`src/rtl/mdio_mgmt_ctrl.sv`:
```
module mdio_mgmt_ctrl #(
  parameter int DIV_W    = 6,
  parameter int PRE_BITS = 32
) (
  input  logic        clk,
  input  logic        rst_n,
  input  logic        reg_wr,
  input  logic [1:0]  reg_addr,
  input  logic [31:0] reg_wdata,
  output logic [31:0] reg_rdata,
  output logic        mdc,
  output logic        mdio_o,
  output logic        mdio_oe,
  input  logic        mdio_i
);
  localparam int TOTAL = PRE_BITS + 32;
  localparam int IDX_W = $clog2(TOTAL + 1);

  logic [31:0]      dreg;
  logic [DIV_W-1:0] div;
  logic             evt, en, busy, rd;
  logic [DIV_W:0]   cnt;
  logic [IDX_W-1:0] idx;

  wire [DIV_W:0]   half     = (div == '0) ? (DIV_W+1)'(2) : {div, 1'b0};
  wire             tick     = cnt >= half - 1'b1;
  wire             in_frame = idx >= IDX_W'(PRE_BITS);
  wire [IDX_W-1:0] fpos     = idx - IDX_W'(PRE_BITS);
  wire [4:0]       bsel     = 5'd31 - fpos[4:0];
  wire             start    = reg_wr && reg_addr == 2'd0 && en && !busy;

  assign mdio_o  = busy ? (in_frame ? dreg[bsel] : 1'b1) : 1'b1;
  assign mdio_oe = busy & ~(rd & in_frame & (fpos >= IDX_W'(15)));

  always_comb begin
    case (reg_addr)
      2'd0:    reg_rdata = dreg;
      2'd1:    reg_rdata = {{(31-DIV_W){1'b0}}, div, 1'b0};
      2'd2:    reg_rdata = {8'd0, evt, 23'd0};
      default: reg_rdata = {busy, 28'd0, en, 2'd0};
    endcase
  end

  always_ff @(posedge clk or negedge rst_n) begin
    if (!rst_n) begin
      dreg <= '0; div <= '0; evt <= 1'b0; en <= 1'b0; busy <= 1'b0;
      rd <= 1'b0; cnt <= '0; idx <= '0; mdc <= 1'b0;
    end else begin
      if (reg_wr && reg_addr == 2'd1) div <= reg_wdata[DIV_W:1];
      if (reg_wr && reg_addr == 2'd3) en <= reg_wdata[2];
      if (reg_wr && reg_addr == 2'd2 && reg_wdata[23]) evt <= 1'b0;
      if (start) begin
        dreg <= reg_wdata;
        busy <= 1'b1;
        rd   <= reg_wdata[29:28] == 2'b10;
        idx  <= '0;
        cnt  <= '0;
        mdc  <= 1'b0;
      end else if (busy) begin
        if (tick) begin
          cnt <= '0;
          mdc <= ~mdc;
          if (!mdc) begin
            if (rd && in_frame && fpos >= IDX_W'(16)) dreg[bsel] <= mdio_i;
          end else if (idx == IDX_W'(TOTAL - 1)) begin
            busy <= 1'b0;
            evt  <= 1'b1;
          end else begin
            idx <= idx + 1'b1;
          end
        end else begin
          cnt <= cnt + 1'b1;
        end
      end
    end
  end
endmodule

```
`config.mk`:
```
export PLATFORM = sky130hd
export DESIGN_NAME = mdio_mgmt_ctrl
export DESIGN_NICKNAME = d
export VERILOG_FILES = /design/src/rtl/mdio_mgmt_ctrl.sv
export SDC_FILE = /design/constraint.sdc
export NUM_CORES = 1
export LEC_CHECK = 0
export BUFFER_PORTS_ARGS = -buffer_cell sky130_fd_sc_hd__buf_2
export CAP_MARGIN = 20
export CORE_MARGIN = 2
export CORE_UTILIZATION = 50
export CTS_CLUSTER_DIAMETER = 60
export CTS_CLUSTER_SIZE = 30
export DETAILED_ROUTE_END_ITERATION = 7
export HOLD_SLACK_MARGIN = 0.03
export MAX_ROUTING_LAYER = met4
export PLACE_DENSITY_LB_ADDON = 0.12
export SYNTH_ARGS = -nofsm -noshare
export SYNTH_HDL_FRONTEND = slang
export SYNTH_SLANG_ARGS = --single-unit
```
`constraint.sdc`:
```
create_clock -name clk -period 4.2 [get_ports clk]
set_input_delay 0.84 -clock clk [delete_from_list [all_inputs] [get_ports clk]]
set_output_delay 0.84 -clock clk [all_outputs]
set_load 0.02 [all_outputs]
```
# ---- Word level (Yosys, flattened, before mapping)
# Index checks and enable logic that the tools add are counted.
# Widths: inputs -> output; s select.
dict set report word_totals {
  ff_bits 57
  inputBits 38
  output_inout_bits 35
}
dict set report op_classes {
  add_sub_neg 5
  n_lt_le_gt_ge 6
  n_eq_ne 7
  mux 36
  bitwise_logic 5
  n_reduce_logical 20
}
# op count
set ops {}
lappend ops {{$mux 32} 5}
lappend ops {{$pmux 32 s3} 1}
lappend ops {{$mux 7} 9}
lappend ops {{$bwmux 32} 1}
lappend ops {{$mux 1} 18}
lappend ops {{$add 7x1->7 const B} 2}
lappend ops {{$logic_and 1x1->1} 10}
lappend ops {{$reduce_and 4->1} 2}
lappend ops {{$reduce_bool 2->1} 4}
lappend ops {{$eq 7x6->1 const B} 1}
lappend ops {{$ge 7x4->1 const B} 1}
lappend ops {{$ge 7x5->1 const B} 1}
lappend ops {{$ge 7x6->1 const B} 1}
lappend ops {{$ge 7x7->1} 1}
lappend ops {{$sub 7x1->7 const B} 1}
lappend ops {{$sub 7x6->7 const B} 1}
lappend ops {{$eq 2x2->1 const B} 3}
lappend ops {{$logic_not 6->1} 1}
lappend ops {{$lt 5x6->1 const B} 1}
lappend ops {{$bmux 1 s5} 1}
lappend ops {{$demux 1 s5} 1}
lappend ops {{$ge 5x1->1 const B} 1}
lappend ops {{$sub 5x5->5 const A} 1}
lappend ops {{$and 1x1->1} 3}
lappend ops {{7 further kinds} 8}

# ---- Logic depth before layout (Yosys ltp)
# Gate-level depths: netlist of run 1.
dict set report logic_depth {
  ltp_word 12
  depth_mapped 10
}

# ---- Least setup slack after synthesis of run 1
# Ideal clock, no wire load.
dict set report synth_timing {
  kind {input to output}
  start {input reg_addr[0]}
  end {output reg_rdata[2]}
  arrival_ns 1.807
  required_ns 3.360
  setup_slack_ns 1.553
  cell_stages 3
  path_buffers 1
  path_cell_list {buf_1 -> mux2i_1 -> o21ai_0}
}
dict set report synth_between {
  elab_chain_cells 2
  word_cells_on_any_way 4
  cone_classes {eq/ne: 2; mux: 1; reduce/logical: 1}
}
# element line_no
set synth_lines {}
lappend synth_lines {{start: declaration} 8} ;# input logic [1:0] reg_addr,
lappend synth_lines {{$eq 2x2->1, or another cell as far along} 36} ;# case (reg_addr)
lappend synth_lines {{$pmux 32 s3 (*)} 36}
lappend synth_lines {{end: declaration} 10} ;# output logic [31:0] reg_rdata,
# Every way passes the cells marked *; elsewhere a longest branch is shown, timed or not.

# ---- Final worst setup path of run 1
dict set report layout_timing {
  start {register idx[0]}
  end {output mdio_o}
}
dict set report layout_between {
  elab_chain_cells 6
  word_cells_on_any_way 7
  cone_classes {add/sub: 2; order compare: 1; mux: 4}
}
# element line_no
set layout_lines {}
lappend layout_lines {{start: declaration} 23} ;# logic [IDX_W-1:0] idx;
lappend layout_lines {{start signal: assignment} 69} ;# idx <= idx + 1'b1;
lappend layout_lines {{$sub 7x6->7} 28} ;# wire [IDX_W-1:0] fpos = idx - IDX_W'(PRE_BITS);
lappend layout_lines {{$sub 5x5->5} 29} ;# wire [4:0] bsel = 5'd31 - fpos[4:0];
lappend layout_lines {{$bmux 1 s5} 32} ;# assign mdio_o = busy ? (in_frame ? dreg[bsel] : 1'b1) : 1'b1;
lappend layout_lines {{$mux 1 (implied by the code)} 32}
lappend layout_lines {{$mux 1 (*) (2 in a row)} 32}
lappend layout_lines {{end: declaration} 12} ;# output logic mdio_o,
# Every way passes the cells marked *; elsewhere a longest branch is shown, timed or not. The select of a mux whose other input is x is not followed.

==> results.sh, run 1 <==
export IMPL_cts_clk_slew_worst_paths_ns=0.07
export IMPL_r2r_end="dreg[3]"
export IMPL_netlist_area_mm2=0.00373
export IMPL_vias=3450
export IMPL_first_iter_violations=219
export IMPL_layout_drive_gt1_share_pct=26.9
export IMPL_ctsHoldBuffers=0
export IMPL_drc_errors=0
export IMPL_p_clk_share_pct=20.7
export IMPL_die_area_mm2=0.00816
export IMPL_finalSetupViolCount=0
export IMPL_cts_setup_buffers=0
export IMPL_die_h_um=90.4
export IMPL_synth_distinct_cells=47
export IMPL_start_kind="flip-flop"
export IMPL_critPathKind="flip-flop to output port"
export IMPL_antenna_left=0
export IMPL_regToRegSetupSlack_ns=1.17
export IMPL_wl_per_cell_um=18.6
export IMPL_worstHoldPathType="input pin to async pin"
export IMPL_finalMaxSlewViolations=0
export IMPL_cp_max_fo=15
export IMPL_r2r_cells=10
export IMPL_dp_final_hpwl_mm=7.32
export IMPL_worstMarginPinSlew_ns=0.980
export IMPL_netlist_instances=394
export IMPL_antenna_found_initial=0
export IMPL_setup_worst_path_end_class="output port"
export IMPL_p_sw_share_pct=40.2
export IMPL_cts_max_path_buffers=2
export IMPL_cts_htree_levels=3
export IMPL_synth_edf_count=0
export IMPL_crit_start="idx[0]"
export IMPL_cts_tree="built"
export IMPL_cp_endpoint="mdio_o"
export IMPL_drv_cap=0
export IMPL_fin_cells=564
export IMPL_seq_power_share_pct=39.8
export IMPL_syn_area_per_cell_um2=9.46
export IMPL_first_global_vias=3257
export IMPL_synth_seq_cells=57
export IMPL_ys_flop_type="dfrtp_1"
export IMPL_gp_congestion=0.877
export IMPL_core_mm2=0.00725
export IMPL_grt_max_degree=36
export IMPL_tns_ns=0
export IMPL_yosysSeqAreaShare_pct=38.3
export IMPL_p_sw_w=0.00107
export IMPL_ir_drop_uv=325
export IMPL_drt_pass1_iter_count=5
export IMPL_finalCritPeriodShare_pct=79.1
export IMPL_synth_nets=445
export IMPL_die_width_um=90.4
export IMPL_hold_viol_final=0
export IMPL_slew_limit_headroom_pct=34.4
export IMPL_ioPinCount=73
export IMPL_area_delta_synth_final_pct=17.2
export IMPL_antennaDiodeCount=0
export IMPL_via_per_inst=6.12
export IMPL_std_cell_rows=31
export IMPL_combPwrFrac_pct=39.6
export IMPL_start_util_pct=51.4
export IMPL_root_buffer="clkbuf_8"
export IMPL_required_ns=3.36
export IMPL_fin_skew_ns=0.0101
export IMPL_max_freq_ghz=0.301
export IMPL_grt_ovfl_total=0
export IMPL_place_inst=548
export IMPL_synthArstFlopShare_pct=100
export IMPL_synth_largest_area_cell="dfrtp_1"
export IMPL_leakagePower_nw=1.82
export IMPL_cts_buffers=9
export IMPL_cp_arrival_ns=2.48
export IMPL_ys_warn_count=0
export IMPL_cts_sinks=57
export IMPL_r2r_start="div[0]"
export IMPL_p_per_area_mw_per_mm2=608
export IMPL_status="finished, final reports clean"
export IMPL_final_net_count=511
export IMPL_grt_util_all_layers_pct=27.0
export IMPL_internal_power_w=0.00159
export IMPL_fin_crit_ns=3.32
export IMPL_cts_repair_resized=0
export IMPL_ys_top_cells_by_area="dfrtp_1 38%, o211ai_1 13%, nand2_1 5.2%"
export IMPL_clk_latency_ns=0.34
export IMPL_io_buffers=72
export IMPL_rsz0062_at_grt="no"
export IMPL_synthDominantCellAreaShare_pct=38.3
export IMPL_routed_wirelength_mm=10.5
export IMPL_grt_first_pass_wirelength_mm=16.9
Yosys cell counts, types with 3 or more instances:
master	number
nand3b_1	3
nor2_1	19
nor4_1	4
or3_1	3
or2_2	3
inv_1	7
nand3_1	15
a31oi_1	4
clkbuf_1	16
nand2_1	52
mux2_2	9
mux4_2	7
nor3_1	6
mux2i_1	12
nand4_2	3
a21oi_1	13
o21ai_0	18
nor2b_1	4
dfrtp_1	57
ha_1	13
o211ai_1	66
and2_1	27
nand4_4	3
buf_1	3
how the worst min path moves through the flow:
stage          endpoint  slack, ns  depth (start not counted)
2_1_floorplan        rd       0.45                          2
3_3_place_gp        evt       0.49                          2
3_5_place_dp         rd       0.50                          2
4_1_cts          cnt[2]       0.49                          1
5_1_grt          cnt[6]       0.51                          1
6_report         cnt[6]       0.48                          1
per-layer routing:
metal | track usage, % | vias up | part of all wire, %
met5 | - | - | 0
met3 | 3.67 | 17 | 5.1
met2 | 41.0 | 113 | 47
met1 | 38.4 | 1709 | 46
li1 | - | 1611 | -
met4 | 7.44 | 0 | 1.4
power groups by stage:
stage | combinational (W) | sequential, W | clock, W
global placement | 0.00102 | 0.00106 | 0
detailed placement | 0.00105 | 0.00106 | 0
floorplan | 0.000881 | 0.000923 | 0
CTS | 0.00105 | 0.00105 | 0.000556
global route | 0.00117 | 0.00109 | 0.000583
finish | 0.00105 | 0.00106 | 0.000549
flip-flops by register name, indices dropped and copies added, names as in the netlist:
| register | count |
|---|---|
| cnt | 7 |
| mdc | 1 |
| en | 1 |
| evt | 1 |
| idx | 7 |
| rd | 1 |
| dreg | 32 |
| div | 6 |
| busy | 1 |
layout make-up:
type | instances | area [um^2]
fillers | 648 | 2880
multi-input cells | 308 | 2190
flip-flops and latches | 57 | 1430
repair buffers | 76 | 390
clock buffers | 14 | 173
well taps | 99 | 124
clock inverters | 2 | 35.0
inverters | 8 | 30.0
worst max-delay path, cell delays in order, from the launching register on:
cell and delay [ns]:
dfrtp_1 0.78, mux4_2 0.59, mux2_2 0.29, o211ai_1 0.16, o211ai_1 0.14, buf_2 0.19
cells in the final DEF, fill, tap and decap left out, drive strengths merged, types with 2 or more instances in the layout:
cell type and count:
nor4 4, mux2i 12, nand4 7, mux2 9, nor2 20, buf 76, nor3 7, and3 2
o211ai 67, a31oi 4, nor3b 2, inv 8, o31ai 2, dfrtp 57, nor2b 4, and2 27
mux4 7, clkbuf 14, ha 13, or3 3, a21oi 13, or2 3, nand3 15, o21ai 20
a211oi 2, nand3b 3, nand2 52
through the flow:
step | worst slack [ns] | util, % | hold slack, ns | power (W) | instance area [um^2]
finish | 0.878 | 60.3 | 0.483 | 0.00266 | 4370
global route | 0.762 | 60.3 | 0.510 | 0.00284 | 4370
CTS | 0.874 | 60.3 | 0.494 | 0.00266 | 4370
detailed placement | 1.19 | 57.4 | 0.498 | 0.00211 | 4160
global placement | 1.22 | 57.4 | 0.487 | 0.00208 | 4160
floorplan | 1.55 | - | 0.448 | 0.00180 | 3730
cells by family after synthesis:
family | synth area share [%]
buffers and inverters | 2.99
multiplexers | 10.2
AO/OA/AOI/OAI | 21.8
AND/OR/NAND/NOR | 22.5
adder cells (fa/ha/maj) | 4.36
flip-flops | 38.3
Power figures use the tool's default switching activity.
==> run 2: changes to the inputs <==
- ABC_AREA: unset -> 1
- clock period: 4.2 -> 3 ns (I/O delays scaled with it)
==> results.sh, run 2 <==
export IMPL_root_buffer="clkbuf_8"
export IMPL_synth_xor_area_share_pct=1.39
export IMPL_grt_ovfl_total=0
export IMPL_finalSetupViolCount=0
export IMPL_synth_nets=734
export IMPL_clk_latency_ns=0.34
export IMPL_drv_cap=0
export IMPL_largest_reg_flops=32
export IMPL_place_inst=838
export IMPL_cp_arrival_ns=2.10
export IMPL_synthArstFlopShare_pct=100
export IMPL_first_iter_violations=240
export IMPL_final_common_cell="nand2_1"
export IMPL_vias=4793
export IMPL_dp_final_hpwl_mm=9.03
export IMPL_synth_largest_area_cell="dfrtp_1"
export IMPL_start_kind="flip-flop"
export IMPL_worstPathCellList="ha_1, nand2_1, nor2_1, nand3_1, a31oi_1, nor2_1, buf_2"
export IMPL_synthSimpleGateAreaFrac_pct=37.5
export IMPL_cts_setup_buffers=0
export IMPL_route_met2_wl_mm=6.01
export IMPL_routed_wirelength_mm=12.8
export IMPL_met3_length_um=659
export IMPL_std_cell_rows=34
export IMPL_antenna_found_initial=0
export IMPL_crit_top_cell="nor2_1"
export IMPL_leakagePower_nw=2.73
export IMPL_finalMaxSlewViolations=0
export IMPL_netlist_area_mm2=0.00441
export IMPL_slowest_stage="dfrtp_1"
export IMPL_critPathMaxStageDelay_ns=0.60
export IMPL_met1Wirelength_mm=5.68
export IMPL_cts_buffers=9
export IMPL_syn_area_per_cell_um2=6.45
export IMPL_core_mm2=0.00864
export IMPL_synthDominantCellAreaShare_pct=32.4
export IMPL_fin_cells=854
export IMPL_top_layer="met4"
export IMPL_cp_top_family="flip-flops"
export IMPL_tns_ns=0
export IMPL_final_net_count=792
export IMPL_synth_most_common_cell="nand2_1"
export IMPL_ys_top_cells_by_area="dfrtp_1 32%, nand2_1 17%, nand3_1 7.7%"
export IMPL_worstHoldPathType="input pin to async pin"
export IMPL_synth_top_family_by_area="simple AND/OR/NAND/NOR gates"
export IMPL_ys_flop_type="dfrtp_1"
export IMPL_largest_register="dreg"
export IMPL_cts_sinks=57
export IMPL_yosys_mux_area_fraction_pct=0
export IMPL_synth_distinct_cells=31
export IMPL_die_area_mm2=0.00958
export IMPL_drc_errors=0
export IMPL_cts_clk_slew_worst_paths_ns=0.07
export IMPL_ys_warn_count=0
export IMPL_design_area_mm2=0.00502
export IMPL_cts_htree_levels=3
export IMPL_area_delta_synth_final_pct=13.9
export IMPL_synth_compound_area_share_pct=13.2
export IMPL_setup_worst_path_end_class="output port"
export IMPL_io_buffers=72
export IMPL_slew_limit_headroom_pct=48.1
export IMPL_crit_start="idx[1]"
export IMPL_antennaDiodeCount=0
export IMPL_cts_tree="built"
export IMPL_fin_skew_ns=0.0133
export IMPL_cts_max_path_buffers=2
export IMPL_start_util_pct=51.0
export IMPL_layout_drive_gt1_share_pct=14.9
export IMPL_fin_total_pwr_w=0.00342
export IMPL_reg_largest_list="dreg (32), cnt (7), idx (7)"
export IMPL_yosysSeqAreaShare_pct=32.4
export IMPL_max_freq_ghz=0.370
export IMPL_ir_drop_uv=299
export IMPL_grt_first_pass_wirelength_mm=21.6
export IMPL_wl_per_cell_um=14.9
export IMPL_grt_max_degree=71
export IMPL_critPathKind="flip-flop to output port"
export IMPL_status="finished, final reports clean"
export IMPL_fin_crit_ns=2.70
export IMPL_gp_congestion=0.853
export IMPL_ioPinCount=73
export IMPL_place_area_mm2=0.00483
export IMPL_antenna_left=0
export IMPL_synth_seq_cells=57
export IMPL_worstMarginPinSlew_ns=0.774
export IMPL_grt_util_all_layers_pct=28.4
export IMPL_drt_pass1_iter_count=5
export IMPL_via_per_inst=5.61
export IMPL_die_width_um=97.9
export IMPL_cp_num_cells=7
export IMPL_layout_common_cells="200 x nand2_1, 82 x inv_1, 76 x nor2_1"
export IMPL_required_ns=2.40
export IMPL_die_h_um=97.9
export IMPL_synth_commonest_cells="201 x nand2_1, 82 x inv_1, 76 x nor2_1"
export IMPL_critPathBufInv=1
export IMPL_hold_viol_final=0
export IMPL_synth_edf_count=0
export IMPL_finalCritPeriodShare_pct=90.0
export IMPL_synth_fa_ha_area_share_pct=3.69
export IMPL_fillers=893
export IMPL_r2r_start="div[1]"
export IMPL_cp_max_fo=10
export IMPL_r2r_cells=18
export IMPL_first_global_vias=4598
export IMPL_netlist_instances=683
export IMPL_rsz0062_at_grt="no"
export IMPL_p_per_area_mw_per_mm2=681
[run 2: cell types whose count changed in the layout (fill, tap and decap cells not counted), sizes merged, moves of 21 or more]
cell and delta:
nand2 +150, inv +76, o211ai -64, nor2 +57, nand3 +55, and2 -26
nand4 +25, o21ai +24, o31ai +21
[run 2: final cells by class]
cell class	count	area (um^2)	share of cell area [%]
Multi-Input combinational cell	501	2460	49.0
Clock inverter	3	40.0	0.797
Inverter	87	327	6.50
Timing Repair Buffer	85	483	9.62
Clock buffer	13	149	2.97
Tap cell	108	135	2.69
Sequential cell	57	1430	28.4
[run 2: logic make-up after synthesis]
kind of cell,Yosys count
compound gates,95
xor+xnor,7
fa+ha+maj,13
buf+inv,125
flops,57
simple gates,386
[run 2: report_power, final]
part	total (W)	leakage, nW	internal [W]	switching (W)
clock network	0.000723	0.0974	0.000405	0.000319
registers	0.00113	0.742	0.000954	0.000180
logic	0.00156	1.89	0.000484	0.00108
total	0.00342	2.73	0.00184	0.00158
[run 2: worst paths after layout]
path / slack (ns) / endpoint
max in group asynchronous: 2.08 / dreg[21]
worst max-delay path: 0.30 / mdio_oe
worst min-delay path: 0.30 / cnt[5]
worst max register to register: 0.41 / dreg[5]
min in group clk: 0.47 / rd
worst min register to register: 0.51 / dreg[13]
[run 2: worst register-to-register path: stages, from the launching register on]
cell and delay [ns]:
dfrtp_1 0.41, inv_1 0.09, nand2_1 0.06, nor3_1 0.23
nand3_1 0.11, nand2_1 0.13, o21ai_0 0.09, nand2_1 0.07
inv_1 0.04, ha_1 0.26, nand2_1 0.05, nor2_1 0.08
nand2_1 0.07, nand2_2 0.21, buf_4 0.28, nand4_1 0.14
nand2_1 0.10, nand2_1 0.06, nand2_1 0.06
[run 2: through the flow]
step	hold WS [ns]	setup WS, ns	utilization (%)
detailed placement	0.494	0.308	55.9
global route	0.363	0.143	58.1
global placement	0.483	0.371	55.9
floorplan	0.304	0.803	-
CTS	0.331	0.295	58.1
finish	0.305	0.301	58.1
[run 2: metal layers]
layer	global-route usage, %	vias up
met5	-	-
met3	3.44	32
li1	-	2335
met2	46.7	170
met4	12.8	0
met1	35.0	2256
[run 2: repair_timing]
action,4_1_cts,5_1_grt
hold buffers,0,0
gates resized for setup,0,1
setup endpoints to repair,0,1
==> run 3: changes to the inputs <==
- ABC_CLOCK_PERIOD_IN_PS: unset -> 3000
- BUFFER_PORTS_ARGS: -buffer_cell sky130_fd_sc_hd__buf_2 -> unset
- CELL_PAD_IN_SITES_DETAIL_PLACEMENT: unset -> 1
- CELL_PAD_IN_SITES_GLOBAL_PLACEMENT: unset -> 1
- CORE_UTILIZATION: 50 -> 41
- DONT_BUFFER_PORTS: unset -> 1
==> results.sh, run 3 (synthesis results as in run 2) <==
export IMPL_die_area_mm2=0.0116
export IMPL_drv_cap=0
export IMPL_tns_ns=0
export IMPL_cts_clk_slew_worst_paths_ns=0.07
export IMPL_seq_power_share_pct=34.2
export IMPL_r2r_start="div[1]"
export IMPL_slowest_stage="dfrtp_1"
export IMPL_largest_reg_flops=32
export IMPL_root_buffer="clkbuf_8"
export IMPL_grt_ovfl_total=0
export IMPL_fin_skew_ns=0.00690
export IMPL_std_cell_rows=37
export IMPL_cp_endpoint="mdio_o"
export IMPL_antenna_found_initial=0
export IMPL_ir_drop_uv=262
export IMPL_largest_register="dreg"
export IMPL_clk_latency_ns=0.36
export IMPL_via_per_inst=5.59
export IMPL_ioPinCount=73
export IMPL_combPwrFrac_pct=47.7
export IMPL_r2r_cells=17
export IMPL_antennaDiodeCount=0
export IMPL_cp_max_fo=11
export IMPL_worstPathCellList="clkinv_1, o21ai_0, a21oi_1, nor2_1, nand3_1"
export IMPL_setup_worst_path_end_class="output port"
export IMPL_cts_tree="built"
export IMPL_fin_hold_ws_ns=0.106
export IMPL_p_sw_share_pct=48.8
export IMPL_first_global_vias=4862
export IMPL_cts_sinks=57
export IMPL_start_kind="flip-flop"
export IMPL_p_sw_w=0.00166
export IMPL_area_delta_synth_final_pct=11.0
export IMPL_routed_wirelength_mm=15.1
export IMPL_start_util_pct=42.5
export IMPL_critPathMaxStageDelay_ns=0.56
export IMPL_crit_start="idx[0]"
export IMPL_vias=4690
export IMPL_reg_largest_list="dreg (32), cnt (7), idx (7)"
export IMPL_drt_pass1_iter_count=5
export IMPL_cp_arrival_ns=2.22
export IMPL_io_buffers=0
export IMPL_core_mm2=0.0104
export IMPL_worstHoldPathType="input pin to async pin"
export IMPL_antenna_left=0
export IMPL_dp_final_hpwl_mm=10.5
export IMPL_finalCritPeriodShare_pct=94.1
export IMPL_final_net_count=751
export IMPL_regToRegSetupSlack_ns=0.43
export IMPL_required_ns=2.40
export IMPL_gp_congestion=0.860
export IMPL_layout_common_cells="201 x nand2_1, 82 x inv_1, 76 x nor2_1"
export IMPL_grt_first_pass_wirelength_mm=24.7
export IMPL_cts_max_path_buffers=2
export IMPL_status="finished, final reports clean"
export IMPL_finalMaxSlewViolations=0
export IMPL_first_iter_violations=269
export IMPL_die_h_um=108
export IMPL_critPathKind="flip-flop to output port"
export IMPL_final_common_cell="nand2_1"
export IMPL_wl_per_cell_um=18.0
export IMPL_slew_limit_headroom_pct=50.6
export IMPL_leakagePower_nw=2.55
export IMPL_cts_htree_levels=3
export IMPL_hold_viol_final=0
export IMPL_die_width_um=108
export IMPL_p_clk_share_pct=18.1
export IMPL_finalSetupViolCount=0
export IMPL_drc_errors=0
export IMPL_grt_util_all_layers_pct=28.0
export IMPL_fin_crit_ns=2.82
export IMPL_rsz0062_at_grt="no"
export IMPL_r2r_end="busy"
export IMPL_p_per_area_mw_per_mm2=695
export IMPL_worstMarginPinSlew_ns=0.737
export IMPL_grt_max_degree=58
export IMPL_max_freq_ghz=0.354
export IMPL_cts_buffers=9
export IMPL_internal_power_w=0.00174
export IMPL_layout_drive_gt1_share_pct=9.53
run 3: changes by cell type in the layout (fill, tap and decap cells not counted), sizes merged:
cell | before | now
bufinv | 1 | 0
buf | 85 | 44
clkinv | 5 | 4
run 3: layout make-up:
cell class	instances	area, um^2
clock buffer	13	139
clock inverter	1	5.00
fill	1395	5480
inverter	87	327
multi-input combinational	501	2470
sequential	57	1430
tap	136	170
timing repair buffer	44	354
run 3: worst min path at each step:
stage,cells past startpoint,start,endpoint,slack [ns]
final,1,rst_n,div[5],0.11
after global routing,1,rst_n,div[5],0.13
after CTS,1,rst_n,div[5],0.12
after detailed placement,0,rst_n,cnt[4],0.31
after global placement,0,rst_n,cnt[5],0.31
after floorplan,0,rst_n,busy,0.30
run 3: routing by layer:
metal	wire length (um)	up-vias	GRT usage [%]
met5	0	-	-
met2	7580	116	47.5
li1	-	2256	-
met3	660	29	3.57
met1	6520	2289	34.2
met4	322	0	10.4
run 3: critical path: cells and delay by family, from the launching register on:
family	cells	cell delay (ns)
flip-flops	1	0.56
AND/OR/NAND/NOR	2	0.50
buffers and inverters	1	0.44
AO/OA/AOI/OAI	2	0.37
run 3: timing repair:
item / 4_1_cts / 5_1_grt
endpoints found under the setup margin: 0 / 19
hold endpoints to repair: 57 / 0
resized for setup: 0 / 2
hold buffers: 1 / 0
setup buffers: 0 / 0
run 3: power by group through the flow:
| stage | Sequential [W] | Clock [W] | Combinational [W] |
|---|---|---|---|
| after global routing | 0.00119 | 0.000659 | 0.00179 |
| final | 0.00116 | 0.000614 | 0.00162 |
| after global placement | 0.00117 | 0 | 0.00153 |
| after CTS | 0.00116 | 0.000626 | 0.00160 |
| after detailed placement | 0.00118 | 0 | 0.00157 |
| after floorplan | 0.00109 | 0 | 0.00112 |
run 3: through the flow:
| stage | power (W) | util (%) | setup WS [ns] | instances | instance area (um^2) |
|---|---|---|---|---|---|
| 2_1_floorplan | 0.00221 | - | 0.803 | 683 | 4410 |
| 3_3_place_gp | 0.00270 | 45.4 | 0.488 | 824 | 4710 |
| 3_5_place_dp | 0.00275 | 45.4 | 0.310 | 824 | 4710 |
| 4_1_cts | 0.00339 | 47.1 | 0.183 | 839 | 4880 |
| 5_1_grt | 0.00364 | 47.2 | 0.0460 | 839 | 4890 |
| 6_report | 0.00340 | 47.2 | 0.177 | 839 | 4890 |
